## config.mk

```make
export PLATFORM = sky130hd
export DESIGN_NAME = pixel_pack_unit
export DESIGN_NICKNAME = d
export VERILOG_FILES = /design/src/rtl/ppk_pkg.sv /design/src/rtl/ppk_pack16.sv /design/src/rtl/ppk_pack32.sv /design/src/rtl/ppk_rearrange.sv /design/src/rtl/pixel_pack_unit.sv
export SDC_FILE = /design/constraint.sdc
export NUM_CORES = 1
export LEC_CHECK = 0
export ABC_AREA = 0
export BUFFER_PORTS_ARGS = -buffer_cell sky130_fd_sc_hd__buf_4
export CELL_PAD_IN_SITES_DETAIL_PLACEMENT = 1
export CELL_PAD_IN_SITES_GLOBAL_PLACEMENT = 1
export CORE_MARGIN = 1.5
export CORE_UTILIZATION = 39
export DETAILED_ROUTE_END_ITERATION = 16
export PLACE_DENSITY_LB_ADDON = 0.15
export SYNTH_ARGS = -nofsm -noshare
export SYNTH_HDL_FRONTEND = slang
export SYNTH_SLANG_ARGS = --single-unit
```

## constraint.sdc

```tcl
create_clock -name clk -period 1.1 [get_ports clk]
set_clock_uncertainty 0.2 [all_clocks]
set_input_delay 0.055 -clock clk [delete_from_list [all_inputs] [get_ports clk]]
set_output_delay 0.055 -clock clk [all_outputs]
set_load 0.02 [all_outputs]
```

## src/rtl/ppk_pkg.sv

```systemverilog
package ppk_pkg;
    localparam int OPC_W    = 9;
    localparam int DATA_W   = 64;
    localparam int WIDE_W   = 64;
    localparam int SCALE_W  = 5;
    localparam int BYTE_W   = 8;

    localparam logic [OPC_W-1:0] OPC_PACK16 = 9'h03B;
    localparam logic [OPC_W-1:0] OPC_PACK32 = 9'h03A;
    localparam logic [OPC_W-1:0] OPC_FIX    = 9'h03D;
    localparam logic [OPC_W-1:0] OPC_EXPAND = 9'h04D;
    localparam logic [OPC_W-1:0] OPC_MERGE  = 9'h04B;

    typedef enum logic [0:0] {
        ST_IDLE   = 1'b0,
        ST_RESULT = 1'b1
    } ppk_state_e;

    typedef enum logic [2:0] {
        SEL_NONE   = 3'd0,
        SEL_PACK16 = 3'd1,
        SEL_PACK32 = 3'd2,
        SEL_FIX    = 3'd3,
        SEL_EXPAND = 3'd4,
        SEL_MERGE  = 3'd5
    } ppk_sel_e;

    // Unsigned byte clamp of a wide signed intermediate
    function automatic logic [BYTE_W-1:0] clamp_u8(input logic signed [WIDE_W-1:0] v);
        if (v < 0)
            return '0;
        else if (v > 255)
            return 8'hFF;
        else
            return v[BYTE_W-1:0];
    endfunction

    // Signed 16-bit saturation of a wide signed intermediate
    function automatic logic [15:0] sat_s16(input logic signed [WIDE_W-1:0] v);
        if (v < -64'sd32768)
            return 16'h8000;
        else if (v > 64'sd32767)
            return 16'h7FFF;
        else
            return v[15:0];
    endfunction
endpackage

```

## src/rtl/ppk_pack16.sv

```systemverilog
module ppk_pack16
    import ppk_pkg::*;
#(
    parameter int LANES   = 4,
    parameter int LANE_W  = 16,
    parameter int FRAC_SH = 7,
    parameter int SCL_W   = 4
) (
    input  logic [LANES*LANE_W-1:0] lanes_i,
    input  logic [SCL_W-1:0]        scale_i,
    output logic [LANES*BYTE_W-1:0] pix_o
);
    for (genvar k = 0; k < LANES; k++) begin : g_lane
        logic signed [WIDE_W-1:0] widened;
        logic signed [WIDE_W-1:0] scaled;
        assign widened = WIDE_W'(signed'(lanes_i[k*LANE_W +: LANE_W]));
        assign scaled  = (widened <<< scale_i) >>> FRAC_SH;
        assign pix_o[k*BYTE_W +: BYTE_W] = clamp_u8(scaled);
    end
endmodule

```

## src/rtl/ppk_pack32.sv

```systemverilog
module ppk_pack32
    import ppk_pkg::*;
#(
    parameter int WORDS     = 2,
    parameter int WORD_W    = 32,
    parameter int FRAC_BYTE = 23,
    parameter int FRAC_FIX  = 16,
    parameter int FIX_W     = 16
) (
    input  logic [WORDS*WORD_W-1:0] prev_i,
    input  logic [WORDS*WORD_W-1:0] words_i,
    input  logic [SCALE_W-1:0]      scale_i,
    output logic [WORDS*WORD_W-1:0] byte_pack_o,
    output logic [WORDS*FIX_W-1:0]  fix_pack_o
);
    localparam int TOT_W = WORDS * WORD_W;
    // Keep everything except the low byte of each word
    localparam logic [TOT_W-1:0] KEEP_MASK =
        {WORDS{ {(WORD_W-BYTE_W){1'b1}}, {BYTE_W{1'b0}} }};

    logic [TOT_W-1:0] shifted_prev;
    logic [TOT_W-1:0] inserts;

    assign shifted_prev = (prev_i << BYTE_W) & KEEP_MASK;

    for (genvar k = 0; k < WORDS; k++) begin : g_word
        logic signed [WIDE_W-1:0] widened;
        logic signed [WIDE_W-1:0] up;
        assign widened = WIDE_W'(signed'(words_i[k*WORD_W +: WORD_W]));
        assign up      = widened <<< scale_i;
        assign inserts[k*WORD_W +: WORD_W] =
            {{(WORD_W-BYTE_W){1'b0}}, clamp_u8(up >>> FRAC_BYTE)};
        assign fix_pack_o[k*FIX_W +: FIX_W] = sat_s16(up >>> FRAC_FIX);
    end

    assign byte_pack_o = shifted_prev | inserts;
endmodule

```

## src/rtl/ppk_rearrange.sv

```systemverilog
module ppk_rearrange
    import ppk_pkg::*;
#(
    parameter int NBYTES = 4,
    parameter int EXP_SH = 4,
    parameter int LANE_W = 16
) (
    input  logic [NBYTES*BYTE_W-1:0]   a_lo_i,
    input  logic [NBYTES*BYTE_W-1:0]   b_lo_i,
    output logic [NBYTES*LANE_W-1:0]   expand_o,
    output logic [2*NBYTES*BYTE_W-1:0] merge_o
);
    for (genvar k = 0; k < NBYTES; k++) begin : g_byte
        assign expand_o[k*LANE_W +: LANE_W] =
            LANE_W'({b_lo_i[k*BYTE_W +: BYTE_W], {EXP_SH{1'b0}}});
        assign merge_o[(2*k)*BYTE_W   +: BYTE_W] = b_lo_i[k*BYTE_W +: BYTE_W];
        assign merge_o[(2*k+1)*BYTE_W +: BYTE_W] = a_lo_i[k*BYTE_W +: BYTE_W];
    end
endmodule

```

## src/rtl/pixel_pack_unit.sv

```systemverilog
module pixel_pack_unit
    import ppk_pkg::*;
(
    input  logic              clk,
    input  logic              rst_n,
    input  logic              in_valid,
    input  logic [OPC_W-1:0]  op_code,
    input  logic [DATA_W-1:0] src_a,
    input  logic [DATA_W-1:0] src_b,
    input  logic [SCALE_W-1:0] stat_scale,
    output logic              out_valid,
    output logic [DATA_W-1:0] result,
    output logic              illegal
);
    localparam int HALF_W = DATA_W / 2;

    ppk_state_e state_q, state_d;
    ppk_sel_e   sel;

    logic [HALF_W-1:0] pk16_res;
    logic [DATA_W-1:0] pk32_res;
    logic [HALF_W-1:0] fix_res;
    logic [DATA_W-1:0] exp_res;
    logic [DATA_W-1:0] mrg_res;
    logic [DATA_W-1:0] res_d;

    ppk_pack16 #(.LANES(4), .LANE_W(16), .FRAC_SH(7), .SCL_W(SCALE_W-1)) u_pack16 (
        .lanes_i (src_b),
        .scale_i (stat_scale[SCALE_W-2:0]),
        .pix_o   (pk16_res)
    );

    ppk_pack32 #(.WORDS(2), .WORD_W(32), .FRAC_BYTE(23), .FRAC_FIX(16), .FIX_W(16)) u_pack32 (
        .prev_i      (src_a),
        .words_i     (src_b),
        .scale_i     (stat_scale),
        .byte_pack_o (pk32_res),
        .fix_pack_o  (fix_res)
    );

    ppk_rearrange #(.NBYTES(4), .EXP_SH(4), .LANE_W(16)) u_rearr (
        .a_lo_i   (src_a[HALF_W-1:0]),
        .b_lo_i   (src_b[HALF_W-1:0]),
        .expand_o (exp_res),
        .merge_o  (mrg_res)
    );

    // Operation decode
    always_comb begin
        unique case (op_code)
            OPC_PACK16: sel = SEL_PACK16;
            OPC_PACK32: sel = SEL_PACK32;
            OPC_FIX:    sel = SEL_FIX;
            OPC_EXPAND: sel = SEL_EXPAND;
            OPC_MERGE:  sel = SEL_MERGE;
            default:    sel = SEL_NONE;
        endcase
    end

    always_comb begin
        unique case (sel)
            SEL_PACK16: res_d = {{HALF_W{1'b0}}, pk16_res};
            SEL_PACK32: res_d = pk32_res;
            SEL_FIX:    res_d = {{HALF_W{1'b0}}, fix_res};
            SEL_EXPAND: res_d = exp_res;
            SEL_MERGE:  res_d = mrg_res;
            default:    res_d = '0;
        endcase
    end

    // Next state: accept / drain
    always_comb begin
        unique case (state_q)
            ST_IDLE:   state_d = in_valid ? ST_RESULT : ST_IDLE;
            ST_RESULT: state_d = in_valid ? ST_RESULT : ST_IDLE;
            default:   state_d = ST_IDLE;
        endcase
    end

    // State register
    always_ff @(posedge clk or negedge rst_n) begin
        if (!rst_n)
            state_q <= ST_IDLE;
        else
            state_q <= state_d;
    end

    // Output registers
    always_ff @(posedge clk or negedge rst_n) begin
        if (!rst_n) begin
            result  <= '0;
            illegal <= 1'b0;
        end else if (in_valid) begin
            result  <= res_d;
            illegal <= (sel == SEL_NONE);
        end
    end

    assign out_valid = (state_q == ST_RESULT);

    // Timing
    assert_valid_next_R2: assert property (@(posedge clk) disable iff (!rst_n)
        in_valid |=> out_valid);
    assert_idle_next_R2: assert property (@(posedge clk) disable iff (!rst_n)
        !in_valid |=> !out_valid);
    assert_hold_R2: assert property (@(posedge clk) disable iff (!rst_n)
        !in_valid |=> ($stable(result) && $stable(illegal)));

    // Illegal code gives zero
    assert_illegal_zero_R9: assert property (@(posedge clk) disable iff (!rst_n)
        (out_valid && illegal) |-> (result == '0));

    // Lane pack leaves the upper half clear
    assert_pack16_upper_R3: assert property (@(posedge clk) disable iff (!rst_n)
        (in_valid && op_code == OPC_PACK16) |=> (result[DATA_W-1:HALF_W] == '0 && !illegal));

    // Fixed pack leaves the upper half clear
    assert_fix_upper_R6: assert property (@(posedge clk) disable iff (!rst_n)
        (in_valid && op_code == OPC_FIX) |=> (result[DATA_W-1:HALF_W] == '0 && !illegal));

    // Word pack carries shifted previous bytes
    assert_pack32_prev_R5: assert property (@(posedge clk) disable iff (!rst_n)
        (in_valid && op_code == OPC_PACK32) |=> (result[31:8] == $past(src_a[23:0])));

    // Merge odd byte from first operand
    assert_merge_odd_R8: assert property (@(posedge clk) disable iff (!rst_n)
        (in_valid && op_code == OPC_MERGE) |=>
            (result[15:8] == $past(src_a[7:0]) && result[7:0] == $past(src_b[7:0])));
endmodule

```

==> results of run 1 <==
[synthesized netlist by cell type (7+ instances only)]
cell type,instances
sky130_fd_sc_hd__a22oi_1,43
sky130_fd_sc_hd__a221oi_1,16
sky130_fd_sc_hd__nor2b_1,23
sky130_fd_sc_hd__a31oi_1,15
sky130_fd_sc_hd__buf_4,8
sky130_fd_sc_hd__and2_1,8
sky130_fd_sc_hd__o2bb2ai_1,18
sky130_fd_sc_hd__a221o_1,12
sky130_fd_sc_hd__o221ai_1,13
sky130_fd_sc_hd__mux2i_1,124
sky130_fd_sc_hd__nand2b_1,18
sky130_fd_sc_hd__a21o_1,8
sky130_fd_sc_hd__o21ai_1,13
sky130_fd_sc_hd__nand3_1,25
sky130_fd_sc_hd__nor2_1,136
sky130_fd_sc_hd__a22o_1,9
sky130_fd_sc_hd__clkbuf_1,80
sky130_fd_sc_hd__mux4_2,72
sky130_fd_sc_hd__a21oi_1,120
sky130_fd_sc_hd__o22ai_1,32
sky130_fd_sc_hd__buf_6,8
sky130_fd_sc_hd__nand2_1,155
sky130_fd_sc_hd__nand4_1,13
sky130_fd_sc_hd__o21ai_0,65
sky130_fd_sc_hd__inv_1,10
sky130_fd_sc_hd__and3_1,13
sky130_fd_sc_hd__dfrtp_1,66
sky130_fd_sc_hd__o211ai_1,18
sky130_fd_sc_hd__or2_2,9
sky130_fd_sc_hd__mux2_2,49
sky130_fd_sc_hd__buf_1,19
sky130_fd_sc_hd__nor3_1,28
sky130_fd_sc_hd__buf_2,39
sky130_fd_sc_hd__o21a_1,7
sky130_fd_sc_hd__mux4_1,7
sky130_fd_sc_hd__a211oi_1,24
[per-stage QoR]
stage                     setup slack [ns]  hold WS (ns)  utilization  setup TNS (ns)  cell area [sq um]
after detailed placement             -2.59        -0.315        0.611         -127.13              17700
after global placement               -2.41        -0.324        0.611         -119.62              17700
after floorplan                      -1.86        -0.441            -          -85.65              12000
[cell families after synthesis]
family,Yosys count,synth area share
AO/OA/AOI/OAI,482,0.286
buffers and inverters,170,0.0706
flip-flops,66,0.143
multiplexers,254,0.314
AND/OR/NAND/NOR,459,0.186
==> reports/results.txt, run 1 <==
After floorplanning, the core was divided into 62 placement rows. The tools report the number of gates resized after cts as 359. The first error in the log reads "[ERROR DPL-0033] detailed placement checks failed during check placement".

Number of primary I/O pins: 211. The number of hold buffers added after CTS was 39. Buffers placed on the I/O ports in this run total 202. The area share of the leading cell type in the synthesized netlist is 0.143. The run stopped with a tool error. The cell count after synthesis came out at 1,431. Top cell type by total area after synthesis: sky130_fd_sc_hd__dfrtp_1.

The average cell area after synthesis was 8.07 sq um; the total setup buffers inserted after CTS was 118. The HPWL after detailed placement is 60,600 microns. Dominant synthesized flop cell: sky130_fd_sc_hd__dfrtp_1.

The step where the flow halted was clock tree synthesis (4_1_cts). Starting utilization of the core area: 0.399. Maximum count of clock buffers along a single path: 2. Including well taps, the total number of placed cells is 2,444. The cell sitting at the root of the clock tree is a sky130_fd_sc_hd__clkbuf_16. The post-synthesis register bit count is 66. The share of synthesized flip-flops with an asynchronous set or reset was 1.00. The die is 175 microns tall. The number of flops mapped to enable cells by yosys was 0; the post-synthesis sequential area ratio was 0.143. The number of buffers added by the clock tree synthesis step was 9; the number of sinks handled by clock tree synthesis was 66. The H-tree generated during clock tree synthesis spans 3 levels. In the post-synthesis netlist, the biggest area contributors are sky130_fd_sc_hd__dfrtp_1 14%, sky130_fd_sc_hd__mux4_2 14%, sky130_fd_sc_hd__mux2i_1 11%.

For the number of different library cells in the post-synthesis netlist, the log shows 86. The post-synthesis instance area was 0.0115 sq mm. The horizontal extent of the die came out at 175 microns. Counting every net in the synthesized netlist gives 1,576.

Count of yosys warnings during synthesis: 0. At the end of routability-driven placement, the weighted congestion stood at 1.01.
==> run 2, diff against run 1 <==
--- a/config.mk
+++ b/config.mk
@@ -7,10 +7,8 @@
 export LEC_CHECK = 0
 export ABC_AREA = 0
 export BUFFER_PORTS_ARGS = -buffer_cell sky130_fd_sc_hd__buf_4
-export CELL_PAD_IN_SITES_DETAIL_PLACEMENT = 1
-export CELL_PAD_IN_SITES_GLOBAL_PLACEMENT = 1
 export CORE_MARGIN = 1.5
-export CORE_UTILIZATION = 39
+export CORE_UTILIZATION = 40
 export DETAILED_ROUTE_END_ITERATION = 16
 export PLACE_DENSITY_LB_ADDON = 0.15
 export SYNTH_ARGS = -nofsm -noshare
==> constraint.sdc (replaced) <==
create_clock -name clk -period 1.43 [get_ports clk]
set_clock_uncertainty 0.2 [all_clocks]
set_input_delay 0.0715 -clock clk [delete_from_list [all_inputs] [get_ports clk]]
set_output_delay 0.0715 -clock clk [all_outputs]
set_load 0.02 [all_outputs]
==> run 2 against run 1 <==
Net effect: the flow now finishes, with violations (hold timing, setup timing); area after synthesis unchanged; synthesized cell count did not move.
==> reports/results.txt, run 2 <==
After the first detailed-routing iteration, the DRC count stood at 2,115. The logs give 9.27 nW for the leakage power total and 0.612 for the power share of the combinational group. The power share of the sequential group came out at 0.174. Setup repair after global routing could not meet its margin everywhere.

In this run the critical register-to-register path is launched from result[27]$_DFFE_PN0P_. The critical path is of the in2reg type. Last weighted congestion value of the routability-driven placer: 1.05 (+4.6%).

The top cell types in the final layout, fill and taps aside, are 757 x sky130_fd_sc_hd__buf_4, 142 x sky130_fd_sc_hd__nand2_1, 125 x sky130_fd_sc_hd__nor2_1, 112 x sky130_fd_sc_hd__mux2i_1, 85 x sky130_fd_sc_hd__a21oi_1. Register bank with the most flops: result. In the final routed layout, each cell accounts on average for 28.3 microns.

Among all stages on the critical path, the largest delay is contributed by sky130_fd_sc_hd__mux2_4. Utilization of the core after routing: 0.730. The class of the tightest hold or removal check is in2async. Post-synthesis net count: 1,576 (unchanged). Among all flip-flop cells after synthesis, the most frequent one is sky130_fd_sc_hd__dfrtp_1.

Most common library cell in the layout ignoring fill and taps: sky130_fd_sc_hd__buf_4. The first global-routing pass estimated 105,000 microns of wire. The detailed router placed 17,200 vias in this run.

For the pin with the worst max-slew slack, the measured transition is 0.968 ns. The detail route stage leaves a number of antenna-violating nets equal to 0. The number of buffers added by the clock tree synthesis step was 9 (unchanged); the relative contribution of the clock network to total power was 0.214. Clock-pin slew was measured on the worst setup and hold paths at 0.06 ns. The maximum fanout along the worst path is 8.

The post-route DRC violation count is 0, and the count of antenna diodes in the layout is 0. Summed over all instances, the cell type with the most area after synthesis is sky130_fd_sc_hd__dfrtp_1. The worst setup path is captured at a register. The number of sinks handled by clock tree synthesis was 66 (unchanged); the post-synthesis register bit count was 66 (unchanged).

The post-detailed-placement cell area is 0.0176 sq mm (-0.42%). The flip-flop count of the largest register, all copies and words added was 64. After the last flow step, the layout net total stands at 2,359.

The count of yosys warnings during synthesis is 0 (unchanged). Master cell of the clock root buffer: sky130_fd_sc_hd__clkbuf_16. For the count of standard-cell rows, the log shows 62 (unchanged). TritonCTS built the clock tree.

The core region is 0.0285 sq mm. The share of synthesized flip-flops with an asynchronous set or reset is 1.00 (unchanged). In this run the power density over the cells is 530 mW/mm^2.

The overall track demand over capacity in global routing was 0.466. The pin count of the biggest net entering global routing is 30. VDD sags by at most 534 uV.

After detailed routing, the number of vias per cell comes to 6.60. The die covers 0.0299 sq mm. Post-synthesis sequential area ratio: 0.143 (unchanged). Tightest slew margin relative to the limit: 0.348.

The total wirelength of the detailed-routed design is 73,600 microns. Yosys instantiated no cell more often than sky130_fd_sc_hd__nand2_1. The worst slack on hold paths came out at -0.00854 ns. The final critical-path share of the clock period works out to 2.00.

The start point of the critical path is stat_scale[1]. The tools report the number of antenna violations at the first check in global routing as 1. The average cell area after synthesis came out at 8.07 sq um (unchanged). The flow ran to the end, but the final reports show violations. The growth of design area from synthesis to finish was 80.4%. The hold violation total from the final report is 12, and the reported net switching power is 4.43 mW.

Maximum cell stage delay along the critical path: 0.33 ns. The tools report the final worst setup slack as -1.44 ns. The tools report the via count of the first global-routing pass as 17,000. For the worst setup path, the data required time is 1.46 ns. The signal on the critical path passes through buf_16 -> buf_12 -> buf_12 -> mux2_4 -> mux2_4 -> o32a_1 -> o21a_1 -> nor4b_4 -> or2_4 -> o211ai_1 -> a21oi_1 -> o21ai_2. The tools report the highest clock frequency the design can meet as 349 MHz. The max-cap violation count is 0. The fraction of layout instances using a drive strength above 1 is 0.550. By count the netlist is led by 155 x sky130_fd_sc_hd__nand2_1, 136 x sky130_fd_sc_hd__nor2_1, 124 x sky130_fd_sc_hd__mux2i_1, 120 x sky130_fd_sc_hd__a21oi_1, 80 x sky130_fd_sc_hd__clkbuf_1. Setup violations remaining at the end of the flow were counted as 65. Launching element type of the critical path: a primary input.

By area the synthesized netlist is led by sky130_fd_sc_hd__dfrtp_1 14%, sky130_fd_sc_hd__mux4_2 14%, sky130_fd_sc_hd__mux2i_1 11%. The internal power of the cells totals 6.61 mW. The count of buffers inserted at the top-level ports was 202 (unchanged); the number of different library cells in the post-synthesis netlist was 86 (unchanged). The post-layout total power is 11.0 mW.

The first-pass iteration count of the detailed router is 8, and the H-tree level count is 3 (unchanged). The half-perimeter wire length of the detailed placement result was 53,300 microns (-12%). The number of flops mapped to enable cells by yosys was 0 (unchanged); the floorplan die height was 173 microns (-1.2%). The logs give -2.24 ns (+0.353 ns) for the pre-CTS worst setup slack and 0 for the max-slew violation count. The maximum count of clock buffers along a single path was 2 (unchanged). Clock latency on the worst-skew pair, taken at its later pin, is 0.35 ns. The synthesized netlist cell count is 1,431 (unchanged), and the area share of the leading cell type in the synthesized netlist is 0.143 (unchanged).

The number of primary I/O pins came out at 211 (unchanged). The horizontal extent of the die was 173 microns (-1.2%). The checks that failed: hold timing, setup timing. For the post-synthesis instance area, the log shows 0.0115 sq mm (unchanged).

With fillers left out, the area of the finished cells amounts to 0.0208 sq mm. The share of total power consumed by net switching works out to 0.401. The critical path arrival came out at 2.89 ns. The leftover overflow at the end of global routing came out at 0.

The smallest clock period supported by the final layout is computed as 2.87 ns. Starting utilization of the core area: 0.404 (+0.00542).
==> run 2: cell counts after synthesis <==
Identical to the previous run, type by type.
==> run 2: path summary, 6_finish.rpt <==
check	endpoint	slack, ns	cells after the start
min in group clk	result[31]$_DFFE_PN0P_	0.05	4
setup reg to reg	result[27]$_DFFE_PN0P_	-0.07	5
setup / recovery	result[12]$_DFFE_PN0P_	-1.44	12
hold / removal	result[46]$_DFFE_PN0P_	-0.009	2
max in group asynchronous	result[26]$_DFFE_PN0P_	0.53	3
hold reg to reg	result[51]$_DFFE_PN0P_	0.30	1
==> run 2: timing repair <==
item,4_1_cts,5_1_grt
hold buffers,56,1
endpoints found under the hold margin,106,1
cloned,9,5
setup endpoints to repair,65,72
pin swaps,74,78
resized for setup,193,165
buffers inserted,43,55
==> run 2: layer usage <==
layer / share of wire / global-route usage / vias up
met1: 0.35 / 0.543 / 8234
met2: 0.46 / 0.773 / 1340
met3: 0.096 / 0.0919 / 443
li1: - / - / 7158
met4: 0.089 / 0.322 / 0
met5: 0 / 0 / -
==> run 2: kinds of logic after synthesis <==
group	share of synthesized area
buffers and inverters	0.0706
and+or+nand+nor	0.186
DFF	0.143
AOI/OAI and AO/OA	0.286
muxes	0.314
==> run 2: stage by stage <==
step	setup TNS [ns]	cells	hold WS, ns
floorplan	-65.27	1431	-0.424
global placement	-100.28	2439	-0.193
detailed placement	-99.80	2439	-0.198
CTS	-57.83	2560	-0.0344
global route	-64.06	2603	0.0150
finish	-60.21	2603	-0.00854
==> run 2: final cells by class <==
cell class	instances	area, sq um
well taps	384	480
repair buffers	926	7970
clock buffers	10	239
flip-flops and latches	66	1650
multi-input cells	1198	10400
clock inverters	6	65.1
fillers	2243	7710
inverters	13	63.8
==> run 2: critical path: cells and delay by family <==
kind / cells / cell delay (ns)
compound gates: 5 / 1.23
mux: 2 / 0.61
simple gates: 2 / 0.56
buf+inv: 3 / 0.41
==> run 2: power groups by stage <==
stage	Clock, mW	Combinational (mW)	Sequential (mW)
finish	2.36	6.75	1.92
global route	2.41	6.97	1.92
CTS	2.31	6.17	1.92
detailed placement	0	5.66	1.95
global placement	0	5.64	1.95
floorplan	0	2.54	1.99
(Power assumes the default switching activity.)
